--- src/rtl/chain_adc_pkg.sv ---
package chain_adc_pkg;
  typedef enum logic [1:0] {
    ST_IDLE  = 2'd0,
    ST_CONV  = 2'd1,
    ST_SHIFT = 2'd2,
    ST_EMIT  = 2'd3
  } rd_state_e;
endpackage

--- src/rtl/chain_sck_gen.sv ---
module chain_sck_gen #(
  parameter int SCK_HALF = 2
) (
  input  logic clk,
  input  logic rst_n,
  input  logic run_i,
  output logic sck_o,
  output logic fall_o
);
  localparam int PH_W = (SCK_HALF > 1) ? $clog2(SCK_HALF) : 1;

  logic [PH_W-1:0] ph_q, ph_d;
  logic            sck_q, sck_d;
  logic            tick;

  assign tick = run_i && (ph_q == PH_W'(SCK_HALF - 1));

  always_comb begin
    ph_d  = ph_q;
    sck_d = sck_q;
    if (!run_i) begin
      ph_d  = '0;
      sck_d = 1'b0;
    end else if (tick) begin
      ph_d  = '0;
      sck_d = ~sck_q;
    end else begin
      ph_d  = ph_q + 1'b1;
    end
  end

  always_ff @(posedge clk or negedge rst_n) begin
    if (!rst_n) begin
      ph_q  <= '0;
      sck_q <= 1'b0;
    end else begin
      ph_q  <= ph_d;
      sck_q <= sck_d;
    end
  end

  assign sck_o  = sck_q;
  assign fall_o = tick && sck_q;
endmodule

--- src/rtl/chain_capture.sv ---
module chain_capture #(
  parameter int TOTAL_BITS = 64
) (
  input  logic                  clk,
  input  logic                  rst_n,
  input  logic                  clear_i,
  input  logic                  shift_i,
  input  logic                  sdo_i,
  output logic [TOTAL_BITS-1:0] data_o,
  output logic                  last_bit_o
);
  localparam int CNT_W = $clog2(TOTAL_BITS + 1);

  logic [CNT_W-1:0]      cnt_q, cnt_d;
  logic [TOTAL_BITS-1:0] sr_q, sr_d;
  logic                  sr_en;

  assign sr_en = shift_i;

  always_comb begin
    cnt_d = cnt_q;
    sr_d  = sr_q;
    if (clear_i) begin
      cnt_d = '0;
    end else if (sr_en) begin
      cnt_d = cnt_q + 1'b1;
      sr_d  = {sr_q[TOTAL_BITS-2:0], sdo_i};
    end
  end

  always_ff @(posedge clk or negedge rst_n) begin
    if (!rst_n) begin
      cnt_q <= '0;
      sr_q  <= '0;
    end else begin
      cnt_q <= cnt_d;
      sr_q  <= sr_d;
    end
  end

  assign data_o     = sr_q;
  assign last_bit_o = shift_i && (cnt_q == CNT_W'(TOTAL_BITS - 1));
endmodule

--- src/rtl/chain_word_emit.sv ---
module chain_word_emit #(
  parameter int NUM_DEV = 4,
  parameter int WORD_W  = 16,
  localparam int DEV_W  = (NUM_DEV > 1) ? $clog2(NUM_DEV) : 1
) (
  input  logic                      clk,
  input  logic                      rst_n,
  input  logic                      clear_i,
  input  logic                      active_i,
  input  logic [NUM_DEV*WORD_W-1:0] buf_i,
  input  logic                      ready_i,
  output logic                      valid_o,
  output logic [WORD_W-1:0]         data_o,
  output logic [DEV_W-1:0]          dev_o,
  output logic                      last_o,
  output logic                      done_o
);
  logic [DEV_W-1:0]  idx_q, idx_d;
  logic [WORD_W-1:0] words [NUM_DEV];
  logic              is_last;
  logic              take;

  for (genvar g = 0; g < NUM_DEV; g++) begin : g_slice
    assign words[g] = buf_i[(NUM_DEV-g)*WORD_W-1 -: WORD_W];
  end

  assign is_last = (idx_q == DEV_W'(NUM_DEV - 1));
  assign take    = active_i && ready_i;

  always_comb begin
    idx_d = idx_q;
    if (clear_i) begin
      idx_d = '0;
    end else if (take && !is_last) begin
      idx_d = idx_q + 1'b1;
    end
  end

  always_ff @(posedge clk or negedge rst_n) begin
    if (!rst_n) idx_q <= '0;
    else        idx_q <= idx_d;
  end

  assign valid_o = active_i;
  assign data_o  = words[idx_q];
  assign dev_o   = idx_q;
  assign last_o  = active_i && is_last;
  assign done_o  = take && is_last;
endmodule

--- src/rtl/chain_adc_reader.sv ---
module chain_adc_reader
  import chain_adc_pkg::*;
#(
  parameter int NUM_DEV   = 4,
  parameter int WORD_W    = 16,
  parameter int SCK_HALF  = 2,
  parameter int CONV_WAIT = 20,
  localparam int DEV_W    = (NUM_DEV > 1) ? $clog2(NUM_DEV) : 1
) (
  input  logic              clk,
  input  logic              rst_n,
  input  logic              start_i,
  input  logic              sdo_i,
  output logic              cnv_o,
  output logic              sck_o,
  output logic              sdi_o,
  output logic              word_valid_o,
  input  logic              word_ready_i,
  output logic [WORD_W-1:0] word_data_o,
  output logic [DEV_W-1:0]  word_dev_o,
  output logic              word_last_o
);
  localparam int TOTAL_BITS = NUM_DEV * WORD_W;
  localparam int CW_W       = $clog2(CONV_WAIT + 1);

  // reset: asserts at once, releases on clk
  logic [1:0] rst_sync_q;
  logic       rst_int_n;

  always_ff @(posedge clk or negedge rst_n) begin
    if (!rst_n) rst_sync_q <= 2'b00;
    else        rst_sync_q <= {rst_sync_q[0], 1'b1};
  end
  assign rst_int_n = rst_sync_q[1];

  rd_state_e        state_q, state_d;
  logic [CW_W-1:0]  wait_q, wait_d;
  logic             cnv_q, cnv_d;
  logic             accept;
  logic             sck_fall;
  logic             last_bit;
  logic             emit_done;
  logic [TOTAL_BITS-1:0] cap_data;

  assign accept = (state_q == ST_IDLE) && start_i;

  always_comb begin
    state_d = state_q;
    wait_d  = wait_q;
    unique case (state_q)
      ST_IDLE: begin
        wait_d = '0;
        if (start_i) state_d = ST_CONV;
      end
      ST_CONV: begin
        if (wait_q == CW_W'(CONV_WAIT - 1)) state_d = ST_SHIFT;
        else                                wait_d  = wait_q + 1'b1;
      end
      ST_SHIFT: begin
        if (last_bit) state_d = ST_EMIT;
      end
      ST_EMIT: begin
        if (emit_done) state_d = ST_IDLE;
      end
      default: state_d = ST_IDLE;
    endcase
    cnv_d = (state_d != ST_IDLE);
  end

  always_ff @(posedge clk or negedge rst_int_n) begin
    if (!rst_int_n) begin
      state_q <= ST_IDLE;
      wait_q  <= '0;
      cnv_q   <= 1'b0;
    end else begin
      state_q <= state_d;
      wait_q  <= wait_d;
      cnv_q   <= cnv_d;
    end
  end

  chain_sck_gen #(.SCK_HALF(SCK_HALF)) u_sck (
    .clk    (clk),
    .rst_n  (rst_int_n),
    .run_i  (state_q == ST_SHIFT),
    .sck_o  (sck_o),
    .fall_o (sck_fall)
  );

  chain_capture #(.TOTAL_BITS(TOTAL_BITS)) u_cap (
    .clk        (clk),
    .rst_n      (rst_int_n),
    .clear_i    (accept),
    .shift_i    (sck_fall),
    .sdo_i      (sdo_i),
    .data_o     (cap_data),
    .last_bit_o (last_bit)
  );

  chain_word_emit #(.NUM_DEV(NUM_DEV), .WORD_W(WORD_W)) u_emit (
    .clk      (clk),
    .rst_n    (rst_int_n),
    .clear_i  (accept),
    .active_i (state_q == ST_EMIT),
    .buf_i    (cap_data),
    .ready_i  (word_ready_i),
    .valid_o  (word_valid_o),
    .data_o   (word_data_o),
    .dev_o    (word_dev_o),
    .last_o   (word_last_o),
    .done_o   (emit_done)
  );

  assign cnv_o = cnv_q;
  assign sdi_o = 1'b0;
endmodule

--- config.mk ---
export PLATFORM = sky130hd
export DESIGN_NAME = chain_adc_reader
export DESIGN_NICKNAME = d
export VERILOG_FILES = /design/src/rtl/chain_adc_pkg.sv /design/src/rtl/chain_sck_gen.sv /design/src/rtl/chain_capture.sv /design/src/rtl/chain_word_emit.sv /design/src/rtl/chain_adc_reader.sv
export SDC_FILE = /design/constraint.sdc
export NUM_CORES = 1
export LEC_CHECK = 0
export BUFFER_PORTS_ARGS = -buffer_cell sky130_fd_sc_hd__buf_2
export CAP_MARGIN = 20
export CORE_MARGIN = 1.5
export CORE_UTILIZATION = 55
export CTS_CLUSTER_SIZE = 16
export DETAILED_ROUTE_END_ITERATION = 8
export PLACE_DENSITY = 0.77
export SLEW_MARGIN = 20
export SYNTH_ARGS = -nofsm -noshare
export SYNTH_HDL_FRONTEND = slang
export SYNTH_SLANG_ARGS = --single-unit
--- constraint.sdc ---
create_clock -name clk -period 3.2 [get_ports clk]
set_clock_uncertainty 0.2 [all_clocks]
set_input_delay 0.32 -clock clk [delete_from_list [all_inputs] [get_ports clk]]
set_output_delay 0.32 -clock clk [all_outputs]
set_load 0.1 [all_outputs]
* Word level (Yosys, flattened, before mapping)
Cells that the tools add are included.
** Storage, ports and cells
- Output and inout bits :: 23
- Bits in registers :: 85
- Logic and storage cells :: 59
- Input port bits :: 5
** Cells by class
- Reduce and logical (&&, ||, !) cells :: 16
- Add/subtract/negate cells :: 4
- Bitwise gates (word level) :: 3
- Equality and inequality tests :: 8
- Order comparisons :: 1
- Multiplexer cells :: 18
** Operators by type and width (count)
- 16-bit binary-select mux with 2-bit select :: 1
- 16-bit 2-to-1 mux :: 2
- 7-bit 2-to-1 mux :: 2
- 2-bit 2-to-1 mux :: 6
- 5-bit one-hot mux with 2 select lines :: 1
- 1-bit logical AND :: 8
- 2-bit one-hot mux with 4 select lines :: 1
- 2-bit nonzero test :: 4
- 7-bit by 1-bit adder with 7-bit output (second input constant) :: 1
- 7-bit by 6-bit == test with 1-bit output (second input constant) :: 1
- 2-bit == test (second input constant) :: 3
- 5-bit by 1-bit adder with 5-bit output (second input constant) :: 1
- 5-bit == test (second input constant) :: 1
- 5-bit 2-to-1 mux :: 1
- 1-bit 2-to-1 mux :: 4
- 2-bit inequality test (second input constant) :: 2
- 2-bit AND reduction :: 2
- 3-bit greater-or-equal comparator (second input constant) :: 1
- 2-bit inverter with 3-bit output :: 1
- 2-bit by 1-bit adder with 2-bit output (second input constant) :: 1
- 2-bit by 1-bit == test with 1-bit output (second input constant) :: 1
- 2-bit zero test :: 1
- 1-bit inverter :: 2
- 1-bit adder (second input constant) :: 1
- 1-bit zero test :: 1

* Logic depth before layout (Yosys ltp)
Gate-level depths: netlist (run 1).
- Depth in word-level cells :: 7
- Mapped depth :: 6
- Gate-level depth less buffers :: 4

* Modules after synthesis
Synthesis (run 1) repeated with hierarchy kept, for this count alone.
** Unflattened totals
- Cell total of the unflattened synthesis :: 258
- Area total of the unflattened synthesis :: 4189.0 sq um
** Modules (own cells, without submodules)
- chain_capture :: area an instance 3041.7 sq um, cells each 169, instances 1, seq. area each 1776.7 sq um
- chain_word_emit :: area an instance 566.8 sq um, cells each 33, instances 1, seq. area each 50.0 sq um
- chain_adc_reader :: area an instance 499.2 sq um, cells each 50, instances 1, seq. area each 250.2 sq um
- chain_sck_gen :: area an instance 81.3 sq um, cells each 6, instances 1, seq. area each 50.0 sq um

* Worst setup path before layout (run 1)
OpenSTA, ideal clock, no wires.
- Path type :: register to output
- From :: reg u_emit.idx_q[0] (netlist: u_emit.dev_o[0])
- To :: out word_data_o[1]
- Data required time :: 2680 ps
- Arrival :: 2341 ps
- Setup slack :: 339 ps
- Stages on the path, launching flop included :: 4
- Buffers on the path :: 2
- Path through :: dfrtp_1 buf_2 buf_4 mux4_2
** On the way
- Cells in the longest elaborated chain, start to end :: 4
** RTL lines
- from (decl) :: RTL line chain_word_emit.sv:18 : logic [DEV_W-1:0] idx_q, idx_d;
- from (signal assigned) :: RTL line chain_word_emit.sv:41 : else idx_q <= idx_d;
- 2-bit inverter with 3-bit output (not written as such) :: RTL line chain_word_emit.sv:45 : assign data_o = words[idx_q];
- 16-bit binary-select mux with 2-bit select :: RTL line chain_word_emit.sv:45
- 16-bit 2-to-1 mux (not written as such) (2 in a row) :: RTL line chain_word_emit.sv:45
- to (decl) :: RTL line chain_adc_reader.sv:19 : output logic [WORD_W-1:0] word_data_o,
Every way passes these cells. The select of a mux whose other input is x is not followed.

* Final worst setup path (run 1)
- From :: reg u_emit.idx_q[0] (netlist: u_emit.dev_o[0])
- To :: out word_data_o[10]
Same word-level chain as after synthesis.

==> results of run 1 <==
path summary, 6_finish.rpt:
path	end	slack, ns	cells after the start
setup / recovery	word_data_o[10]	0.67	3
hold / removal	u_emit.dev_o[1]	0.02	0
setup reg to reg	u_cap.cnt_q[5]	0.90	3
hold reg to reg	u_emit.dev_o[1]	0.02	0
max in group asynchronous	u_cap.data_o[31]	2.19	1
min in group clk	cnv_o	0.12	3
worst max-delay path: stages, from the launching register on:
cell and delay [ns]:
sky130_fd_sc_hd__dfrtp_1 0.43, sky130_fd_sc_hd__buf_4 0.33, sky130_fd_sc_hd__mux4_2 0.56, sky130_fd_sc_hd__buf_2 0.31
layout make-up:
cell class / count / area [µm²] / share of cell area
clock buffers: 11 / 131 / 0.0309
clock inverters: 4 / 97.6 / 0.0230
multi-input cells: 156 / 1560 / 0.368
repair buffers: 33 / 208 / 0.0489
flip-flops and latches: 85 / 2130 / 0.501
inverters: 5 / 18.8 / 0.00442
well taps: 80 / 100 / 0.0236
per-stage QoR:
step / setup WS [ns] / hold WS [ns] / instance area (µm²) / power (µW)
6_report: 0.675 / 0.0226 / 4250 / 2730
5_1_grt: 0.582 / 0.0653 / 4250 / 2870
4_1_cts: 0.646 / 0.0630 / 4220 / 2740
3_5_place_dp: 0.920 / -0.0930 / 3970 / 1860
3_3_place_gp: 0.964 / -0.0947 / 3970 / 1850
2_1_floorplan: 0.339 / -0.176 / 3800 / 1760
cell usage in the layout, fill, tap and decap left out, types with 4 or more instances in the layout:
cell,n
sky130_fd_sc_hd__buf_2,26
sky130_fd_sc_hd__buf_4,4
sky130_fd_sc_hd__clkbuf_8,9
sky130_fd_sc_hd__dfrtp_1,84
sky130_fd_sc_hd__inv_1,5
sky130_fd_sc_hd__mux2_2,64
sky130_fd_sc_hd__mux2i_1,6
sky130_fd_sc_hd__mux4_2,16
sky130_fd_sc_hd__nand2_1,12
sky130_fd_sc_hd__nand3_1,9
sky130_fd_sc_hd__nor2_1,9
sky130_fd_sc_hd__o21ai_0,10
state kept, by name, summed over array words and instances (netlist names):
| name | cells |
|---|---|
| wait_q | 5 |
| u_cap.cnt_q | 7 |
| u_sck.ph_q | 1 |
| cnv_o | 1 |
| u_emit.dev_o | 2 |
| u_cap.data_o | 64 |
| rst_sync_q | 2 |
| state_q | 2 |
| u_sck.sck_o | 1 |
power breakdown:
group	internal [µW]	total, µW	switching [µW]	leakage [µW]
logic	201	572	371	0.000877
clock network	515	883	368	0.000110
registers	1150	1270	125	0.00116
total	1860	2730	864	0.00215
cell families (layout without fill, tap and decap cells):
logic type / after synthesis / in the layout / synth area share
multiplexers: 86 / 86 / 0.300
XOR/XNOR: 2 / 2 / 0.00461
buffers and inverters: 21 / 53 / 0.0290
adder cells (fa/ha/maj): 3 / 3 / 0.00988
AND/OR/NAND/NOR: 46 / 46 / 0.0682
other: 2 / 2 / 0.00198
AO/OA/AOI/OAI: 17 / 17 / 0.0263
flip-flops: 85 / 85 / 0.560
layer usage:
metal	global-route usage	vias up	part of all wire
met5	0	-	0
met2	0.283	31	0.47
met1	0.268	1087	0.49
met3	0.0289	10	0.022
met4	0.0982	0	0.019
li1	-	1001	-
==> flow_metrics.env, run 1 <==
export IMPL_grt_start_max_net_pins=84
export IMPL_cts_resized=0
export IMPL_worst_ir_drop_vdd_mv=0.303
export IMPL_timing_max_cap_violations=0
export IMPL_yosys_area_top_type="sky130_fd_sc_hd__dfrtp_1"
export IMPL_design_core_area_um2=6720
export IMPL_fin_nets=298
export IMPL_period_share=0.789
export IMPL_finalWeightedCongestion=0.754
export IMPL_boundaryPins=28
export IMPL_crit_fanout=16
export IMPL_tritoncts_num_sinks=85
export IMPL_first_pass_iters=4
export IMPL_h_tree_depth=3
export IMPL_critPathKind="flip-flop to output port"
export IMPL_ctsLongestPathBuffers=2
export IMPL_synth_top_flop_cell="sky130_fd_sc_hd__dfrtp_1"
export IMPL_setup_viol=0
export IMPL_post_cts_repair_setup_buffers=0
export IMPL_clock_insertion_delay_worst_skew_ns=0.35
export IMPL_syn_nets=270
export IMPL_r2r_start="state_q[1]"
export IMPL_initial_core_utilization=0.566
export IMPL_final_core_utilization=0.632
export IMPL_cts_tree="built"
export IMPL_worstPathRequired_ns=2.68
export IMPL_layout_drive_gt1_share=0.435
export IMPL_totalNegativeSetupSlack_ns=0
export IMPL_static_leakage_power_uw=0.00215
export IMPL_postSynth_asyncResetShare=1.00
export IMPL_cts_hold_repair_buffers=2
export IMPL_worst_endpoint_arrival_ns=2.01
export IMPL_gr_usage_all_layers=0.188
export IMPL_grt_overflow_total=0
export IMPL_route_vias_total=2129
export IMPL_synth_top_cells_by_count="85 x sky130_fd_sc_hd__dfrtp_1, 64 x sky130_fd_sc_hd__mux2_2, 16 x sky130_fd_sc_hd__mux4_2"
export IMPL_fill_cells=501
export IMPL_finalMaxSlewViolations=0
export IMPL_ys_top_cells_by_area="sky130_fd_sc_hd__dfrtp_1 56%, sky130_fd_sc_hd__mux2_2 19%, sky130_fd_sc_hd__mux4_2 9.5%, sky130_fd_sc_hd__mux2i_1 1.6%, sky130_fd_sc_hd__buf_2 1.3%"
export IMPL_number_of_antenna_violations_at_the_first_check_in_global_routing=0
export IMPL_hold_violations=0
export IMPL_ant_nets=0
export IMPL_max_slew_worst_pin_slew_ns=0.567
export IMPL_timing_fmax_ghz=0.396
export IMPL_numPortBuffers=26
export IMPL_cts_root_buf="sky130_fd_sc_hd__clkbuf_8"
export IMPL_synth_top_area_share=0.560
export IMPL_synth_ff_latch_count=85
export IMPL_dieArea_um2=7420
export IMPL_critical_path_startpoint="u_emit.dev_o[0]"
export IMPL_placed_cells=356
export IMPL_insertedDiodeCount=0
export IMPL_dieHeight_um=86.1
export IMPL_place_hpwl_um=3920
export IMPL_ys_types=33
export IMPL_outcome="finished clean"
export IMPL_yosysWarnings=0
export IMPL_tritoncts_num_buffers=9
export IMPL_clk_pin_slew_ns=0.09
export IMPL_startpoint_type="flip-flop"
export IMPL_postSynthAreaPerCell_um2=14.5
export IMPL_number_of_standard_cells_in_the_layout_taps_in_and_fillers_out=374
export IMPL_synthMostInstantiatedCell="sky130_fd_sc_hd__dfrtp_1"
export IMPL_rsz0062_at_grt="no"
export IMPL_vias_per_cell=5.69
export IMPL_wire_per_inst_um=16.7
export IMPL_synth_edf_count=0
export IMPL_max_slew_margin=0.621
export IMPL_end_kind="output port"
export IMPL_ys_seq_area_frac=0.560
export IMPL_flow_area_growth_from_synthesis_pct=11.8
export IMPL_post_synth_instance_area_um2=3800
export IMPL_site_row_count=30
export IMPL_layout_min_cycle_time_ns=2.53
export IMPL_drt_total_wl_um=6230
export IMPL_holdCritPathClass="flip-flop to asynchronous set/reset pin"
export IMPL_detailedRoute_firstIterationViolations=125
export IMPL_power_per_cell_area_nw_per_um2=642
export IMPL_die_w_um=86.1
export IMPL_syn_inst=262
export IMPL_grt_pass1_wl_um=10600
export IMPL_grt_pass1_vias=2120
export IMPL_post_route_drc_count=0
Power figures use the tool's default switching activity.
==> inputs of run 2 (changes only) <==
--- a/config.mk
+++ b/config.mk
@@ -5,13 +5,14 @@
 export SDC_FILE = /design/constraint.sdc
 export NUM_CORES = 1
 export LEC_CHECK = 0
+export ABC_AREA = 1
 export BUFFER_PORTS_ARGS = -buffer_cell sky130_fd_sc_hd__buf_2
 export CAP_MARGIN = 20
 export CORE_MARGIN = 1.5
-export CORE_UTILIZATION = 55
+export CORE_UTILIZATION = 54
 export CTS_CLUSTER_SIZE = 16
 export DETAILED_ROUTE_END_ITERATION = 8
-export PLACE_DENSITY = 0.77
+export PLACE_DENSITY = 0.78
 export SLEW_MARGIN = 20
 export SYNTH_ARGS = -nofsm -noshare
 export SYNTH_HDL_FRONTEND = slang
==> constraint.sdc (replaced) <==
create_clock -name clk -period 2.2 [get_ports clk]
set_clock_uncertainty 0.2 [all_clocks]
set_input_delay 0.22 -clock clk [delete_from_list [all_inputs] [get_ports clk]]
set_output_delay 0.22 -clock clk [all_outputs]
set_load 0.1 [all_outputs]
==> run 2 against run 1 <==
Compared with the run above:
- wire length up 43%
- core utilization rose by 7.7 points
- synthesized cell count is 85% higher
- clock-buffer cell count fell by 1
- total power grew to 2.7 times the previous value
- worst setup slack got worse by 0.63 ns
- largest power group is now combinational cells
- register-to-register slack worse by 0.45 ns
- combinational power rose to 7.4 times the previous value
- final area up 15%
==> flow_metrics.env, run 2 <==
export IMPL_synth_simple_gate_area_frac=0.291
export IMPL_number_of_antenna_violations_at_the_first_check_in_global_routing=0
export IMPL_tritoncts_num_buffers=9
export IMPL_ys_seq_area_frac=0.545
export IMPL_yosys_area_top_type="sky130_fd_sc_hd__dfrtp_1"
export IMPL_holdCritPathClass="flip-flop to asynchronous set/reset pin"
export IMPL_cts_tree="built"
export IMPL_initial_core_utilization=0.565
export IMPL_number_of_standard_cells_in_the_layout_taps_in_and_fillers_out=612
export IMPL_r2r_start="state_q[1]"
export IMPL_h_tree_depth=3
export IMPL_synthMuxAreaShare=0
export IMPL_worstPathRequired_ns=1.78
export IMPL_synth_edf_count=0
export IMPL_synth_compound_area_frac=0.0879
export IMPL_layout_drive_gt1_share=0.155
export IMPL_fin_nets=520
export IMPL_setup_viol=0
export IMPL_cts_root_buf="sky130_fd_sc_hd__clkbuf_8"
export IMPL_first_pass_iters=5
export IMPL_synth_top_flop_cell="sky130_fd_sc_hd__dfrtp_1"
export IMPL_syn_inst=485
export IMPL_worst_ir_drop_vdd_mv=1.86
export IMPL_route_vias_total=3315
export IMPL_worst_endpoint_arrival_ns=1.74
export IMPL_path_delay_family="flip-flops"
export IMPL_ys_top_cells_by_area="sky130_fd_sc_hd__dfrtp_1 55%, sky130_fd_sc_hd__nand2_1 20%, sky130_fd_sc_hd__o21ai_0 5.5%, sky130_fd_sc_hd__nor2_1 4.2%, sky130_fd_sc_hd__nand3_1 2.7%"
export IMPL_post_route_drc_count=0
export IMPL_dieHeight_um=88.0
export IMPL_place_hpwl_um=5930
export IMPL_timing_max_cap_violations=0
export IMPL_insertedDiodeCount=0
export IMPL_vias_per_cell=5.42
export IMPL_placed_cell_area_um2=4600
export IMPL_cpPeakStageDelay_ns=0.57
export IMPL_crit_fanout=34
export IMPL_worst_path_most_repeated_cell="sky130_fd_sc_hd__buf_12"
export IMPL_critPathKind="flip-flop to output port"
export IMPL_power_per_cell_area_nw_per_um2=1510
export IMPL_yosysWarnings=0
export IMPL_grt_pass1_vias=3188
export IMPL_fin_area_um2=4900
export IMPL_die_w_um=88.0
export IMPL_synth_adder_area_share=0.00962
export IMPL_postSynthAreaPerCell_um2=8.04
export IMPL_tritoncts_num_sinks=85
export IMPL_site_row_count=30
export IMPL_finalWeightedCongestion=0.787
export IMPL_crit_path_cells="inv_2 > buf_12 > o21ai_1 > o22ai_4 > buf_12"
export IMPL_clk_pin_slew_ns=0.08
export IMPL_timing_fmax_ghz=0.464
export IMPL_grt_pass1_wl_um=15400
export IMPL_place_worst_setup_slack_ns=0.100
export IMPL_boundaryPins=28
export IMPL_drt_total_wl_um=8900
export IMPL_flow_area_growth_from_synthesis_pct=25.7
export IMPL_synth_top_area_share=0.545
export IMPL_design_core_area_um2=6910
export IMPL_cell_with_the_biggest_individual_delay_on_the_critical_path="sky130_fd_sc_hd__dfrtp_4"
export IMPL_static_leakage_power_uw=0.00248
export IMPL_timing_critical_path_buf_inv=3
export IMPL_placed_cells=592
export IMPL_grt_overflow_total=0
export IMPL_wire_per_inst_um=14.5
export IMPL_synthMostInstantiatedCell="sky130_fd_sc_hd__nand2_1"
export IMPL_outcome="finished clean"
export IMPL_postSynth_asyncResetShare=1.00
export IMPL_rsz0062_at_grt="yes"
export IMPL_grt_start_max_net_pins=62
export IMPL_synth_ff_latch_count=85
export IMPL_timing_final_ws_setup_ns=0.0448
export IMPL_ys_types=26
export IMPL_hold_violations=0
export IMPL_numPortBuffers=26
export IMPL_layout_min_cycle_time_ns=2.16
export IMPL_syn_nets=493
export IMPL_period_share=0.980
export IMPL_totalNegativeSetupSlack_ns=0
export IMPL_total_power_uw=7400
export IMPL_fill_cells=534
export IMPL_finalMaxSlewViolations=0
export IMPL_timing_reg2reg_setup_slack_ns=0.45
export IMPL_post_synth_instance_area_um2=3900
export IMPL_most_common_cell_after_layout_fill_and_taps_aside="sky130_fd_sc_hd__nand2_1"
export IMPL_synthXorXnorAreaFrac=0.00674
export IMPL_ctsLongestPathBuffers=2
export IMPL_gr_usage_all_layers=0.261
export IMPL_reg2reg_depth=6
export IMPL_startpoint_type="flip-flop"
export IMPL_dieArea_um2=7740
export IMPL_crit_reg2reg_capture="u_cap.data_o[39]"
export IMPL_synth_top_cells_by_count="211 x sky130_fd_sc_hd__nand2_1, 85 x sky130_fd_sc_hd__dfrtp_1, 44 x sky130_fd_sc_hd__nor2_1"
export IMPL_highest_count_cells_in_the_layout_ignoring_fill_and_taps="211 x sky130_fd_sc_hd__nand2_1, 82 x sky130_fd_sc_hd__dfrtp_1, 42 x sky130_fd_sc_hd__nor2_1, 36 x sky130_fd_sc_hd__o21ai_0"
export IMPL_number_of_flip_flops_in_the_largest_register=64
export IMPL_detailedRoute_firstIterationViolations=232
export IMPL_synth_top_family_by_area="simple AND/OR/NAND/NOR gates"
export IMPL_ant_nets=0
export IMPL_clock_insertion_delay_worst_skew_ns=0.35
export IMPL_end_kind="output port"
## run 2: how the worst max path moves through the flow
stage,startpoint,depth (start not counted),end,slack (ns)
2_1_floorplan,u_emit.dev_o[0],4,word_data_o[8],-0.25
4_1_cts,u_emit.dev_o[0],5,word_data_o[9],0.009
6_report,u_emit.dev_o[0],5,word_data_o[9],0.04
3_3_place_gp,u_emit.dev_o[0],5,word_data_o[9],0.24
3_5_place_dp,u_emit.dev_o[0],5,word_data_o[9],0.10
5_1_grt,u_emit.dev_o[0],5,word_data_o[9],-0.03
## run 2: cells by family after synthesis
group / count (synthesis)
fa+ha+maj: 3
flops: 85
xor+xnor: 3
other cells: 2
compound gates: 64
simple gates: 286
buf+inv: 42
## run 2: cell type report
| class | count | area (µm²) | share of cell area |
|---|---|---|---|
| inverter | 17 | 63.8 | 0.0130 |
| tap | 96 | 120 | 0.0245 |
| clock inverter | 5 | 125 | 0.0255 |
| multi-input combinational | 358 | 1770 | 0.361 |
| sequential | 85 | 2140 | 0.436 |
| clock buffer | 10 | 128 | 0.0260 |
| timing repair buffer | 41 | 559 | 0.114 |
## run 2: routing by layer
metal / GRT usage / wire [µm] / up-vias
li1: - / - / 1598
met5: 0 / 0 / -
met1: 0.347 / 3800 / 1609
met4: 0.0866 / 172 / 0
met3: 0.0566 / 448 / 17
met2: 0.427 / 4480 / 91
## run 2: what timing repair did
item,in CTS,in global routing
setup endpoints to repair,17,12
hold endpoints to repair,3,0
resized for setup,6,4
setup buffers,1,1
hold buffers,3,0
## run 2: where the power goes
part | internal [µW] | leakage [µW] | switching [µW]
combinational | 1380 | 0.00121 | 2830
sequential | 1660 | 0.00115 | 141
clock | 862 | 0.000126 | 535
## run 2: through the flow
stage,util,hold WS [ns]
finish,0.710,0.0311
global route,0.710,0.0670
CTS,0.708,0.0447
detailed placement,0.665,-0.193
global placement,0.665,-0.194
floorplan,-,-0.276
==> inputs of run 3 (changes only) <==
--- a/config.mk
+++ b/config.mk
@@ -9,10 +9,10 @@
 export BUFFER_PORTS_ARGS = -buffer_cell sky130_fd_sc_hd__buf_2
 export CAP_MARGIN = 20
 export CORE_MARGIN = 1.5
-export CORE_UTILIZATION = 54
+export CORE_UTILIZATION = 55
 export CTS_CLUSTER_SIZE = 16
 export DETAILED_ROUTE_END_ITERATION = 8
-export PLACE_DENSITY = 0.78
+export PLACE_DENSITY = 0.77
 export SLEW_MARGIN = 20
 export SYNTH_ARGS = -nofsm -noshare
 export SYNTH_HDL_FRONTEND = slang
==> constraint.sdc (replaced) <==
create_clock -name clk -period 2.24 [get_ports clk]
set_clock_uncertainty 0.2 [all_clocks]
set_input_delay 0.224 -clock clk [delete_from_list [all_inputs] [get_ports clk]]
set_output_delay 0.224 -clock clk [all_outputs]
set_load 0.1 [all_outputs]
==> run 3 against run 2 <==
Compared with the run above:
- worst hold slack gained 0.060 ns
- clock power shrank 19%
- wire length up 2.5%
- worst setup slack gained 0.026 ns
- sequential power shrank 3%
- cell count up 0.98%
- clock-buffer cell count decreased by 1
- via count up 0.21%
- combinational power is 2% lower
- global-route usage rose by 0.52 points
- register-to-register slack gained 0.02 ns
- critical path type unchanged
==> flow_metrics.env, run 3 (same netlist as run 2, synthesis figures left out) <==
export IMPL_design_core_area_um2=6830
export IMPL_fin_nets=525
export IMPL_post_route_drc_count=0
export IMPL_gr_usage_all_layers=0.266
export IMPL_crit_fanout=12
export IMPL_period_share=0.968
export IMPL_most_common_cell_after_layout_fill_and_taps_aside="sky130_fd_sc_hd__nand2_1"
export IMPL_route_vias_total=3322
export IMPL_site_row_count=30
export IMPL_number_of_flip_flops_in_the_largest_register=64
export IMPL_worst_ir_drop_vdd_mv=1.51
export IMPL_worstHoldPathCells=4
export IMPL_setup_viol=0
export IMPL_fin_area_um2=4880
export IMPL_vias_per_cell=5.38
export IMPL_clock_insertion_delay_worst_skew_ns=0.35
export IMPL_drt_total_wl_um=9120
export IMPL_insertedDiodeCount=0
export IMPL_timing_hold_worst_start="word_ready_i"
export IMPL_placed_cell_area_um2=4590
export IMPL_grt_start_max_net_pins=48
export IMPL_ant_nets=0
export IMPL_wire_per_inst_um=14.7
export IMPL_number_of_standard_cells_in_the_layout_taps_in_and_fillers_out=618
export IMPL_timing_fmax_ghz=0.461
export IMPL_place_hpwl_um=5990
export IMPL_final_seq_area_um2=2140
export IMPL_tritoncts_num_sinks=85
export IMPL_timing_critical_path_buf_inv=2
export IMPL_hold_violations=0
export IMPL_cell_with_the_biggest_individual_delay_on_the_critical_path="sky130_fd_sc_hd__dfrtp_4"
export IMPL_final_core_utilization=0.715
export IMPL_hold_endpoint="state_q[1]"
export IMPL_multi_input_comb_area_um2=1770
export IMPL_power_per_cell_area_nw_per_um2=1430
export IMPL_die_w_um=87.2
export IMPL_cts_tree="built"
export IMPL_grt_pass1_wl_um=15500
export IMPL_fill_cells=509
export IMPL_ctsLongestPathBuffers=2
export IMPL_critPathKind="flip-flop to output port"
export IMPL_numPortBuffers=26
export IMPL_tritoncts_num_buffers=9
export IMPL_number_of_antenna_violations_at_the_first_check_in_global_routing=0
export IMPL_totalNegativeSetupSlack_ns=0
export IMPL_startpoint_type="flip-flop"
export IMPL_detailedRoute_firstIterationViolations=284
export IMPL_finalMaxSlewViolations=0
export IMPL_finalWeightedCongestion=0.800
export IMPL_reg2reg_depth=6
export IMPL_cts_root_buf="sky130_fd_sc_hd__clkbuf_8"
export IMPL_r2r_start="state_q[0]"
export IMPL_highest_count_cells_in_the_layout_ignoring_fill_and_taps="211 x sky130_fd_sc_hd__nand2_1, 82 x sky130_fd_sc_hd__dfrtp_1, 43 x sky130_fd_sc_hd__nor2_1, 38 x sky130_fd_sc_hd__o21ai_0, 21 x sky130_fd_sc_hd__nand3_1"
export IMPL_clk_pin_slew_ns=0.09
export IMPL_crit_path_cells="buf_4 > o21ai_0 > o22ai_4 > buf_12"
export IMPL_crit_reg2reg_capture="u_cap.data_o[33]"
export IMPL_max_slew_worst_pin_slew_ns=0.534
export IMPL_layout_drive_gt1_share=0.161
export IMPL_holdCritPathClass="input port to flip-flop"
export IMPL_max_slew_margin=0.643
export IMPL_placed_cells=592
export IMPL_end_kind="output port"
export IMPL_timing_reg2reg_setup_slack_ns=0.47
export IMPL_layout_min_cycle_time_ns=2.17
export IMPL_dieArea_um2=7610
export IMPL_timing_final_ws_setup_ns=0.0706
export IMPL_dieHeight_um=87.2
export IMPL_outcome="finished clean"
export IMPL_initial_core_utilization=0.571
export IMPL_first_pass_iters=5
export IMPL_worstPathRequired_ns=1.82
export IMPL_cpPeakStageDelay_ns=0.52
export IMPL_boundaryPins=28
export IMPL_static_leakage_power_uw=0.00247
export IMPL_grt_pass1_vias=3226
export IMPL_worst_endpoint_arrival_ns=1.75
export IMPL_rsz0062_at_grt="no"
export IMPL_grt_overflow_total=0
export IMPL_critical_path_depth=4
export IMPL_timing_max_cap_violations=0
export IMPL_place_worst_setup_slack_ns=0.260
export IMPL_h_tree_depth=3
export IMPL_flow_area_growth_from_synthesis_pct=25.2
export IMPL_path_delay_family="flip-flops"
-- run 3: cell types whose count changed in the layout (fill, tap and decap cells not counted), sizes merged --
cell | previous run | this run
clkinvlp | 0 | 2
inv | 17 | 19
buf | 38 | 40
dlygate4sd3 | 3 | 5
clkinv | 1 | 2
bufinv | 4 | 1
-- run 3: layout make-up --
type | count | share of cell area
timing repair buffer | 46 | 0.120
sequential | 85 | 0.437
tap | 96 | 0.0246
inverter | 17 | 0.0138
multi-input combinational | 358 | 0.362
clock buffer | 9 | 0.0254
clock inverter | 7 | 0.0166
-- run 3: through the flow --
step                      hold WS, ns  power, µW
after floorplan                -0.272       4610
after global placement         -0.192       5740
after detailed placement       -0.188       5800
after CTS                      0.0852       6990
after global routing           0.0957       7260
final                          0.0913       7000
-- run 3: power by group --
group	internal [µW]	switching, µW
Combinational	1340	2790
Clock	531	596
Sequential	1620	114
-- run 3: worst min-delay path, stage by stage --
cell and delay, ns:
sky130_fd_sc_hd__buf_2 0.10, sky130_fd_sc_hd__a31oi_1 0.08, sky130_fd_sc_hd__nor2_1 0.15, sky130_fd_sc_hd__inv_1 0.05
-- run 3: worst max path at each step --
| stage | from | endpoint | slack [ns] |
|---|---|---|---|
| after floorplan | u_emit.dev_o[0] | word_data_o[8] | -0.21 |
| after global placement | u_emit.dev_o[1] | word_data_o[9] | 0.31 |
| after detailed placement | u_emit.dev_o[1] | word_data_o[11] | 0.26 |
| after CTS | u_emit.dev_o[1] | word_last_o | 0.01 |
| after global routing | u_emit.dev_o[0] | word_data_o[9] | 0.0005 |
| final | u_emit.dev_o[0] | word_data_o[11] | 0.07 |
-- run 3: metal layers --
metal | GRT usage | wire, µm | vias to the layer above
li1 | - | - | 1609
met1 | 0.364 | 4030 | 1590
met2 | 0.421 | 4470 | 105
met3 | 0.0635 | 467 | 18
met4 | 0.0880 | 154 | 0
met5 | 0 | 0 | -
-- run 3: what timing repair did --
action                                  CTS  global route
endpoints found under the setup margin   17            17
hold endpoints to repair                 13             0
gates resized for setup                   5             2
pin swaps                                 0             0
hold buffers                              5             0
setup buffers                             2             3
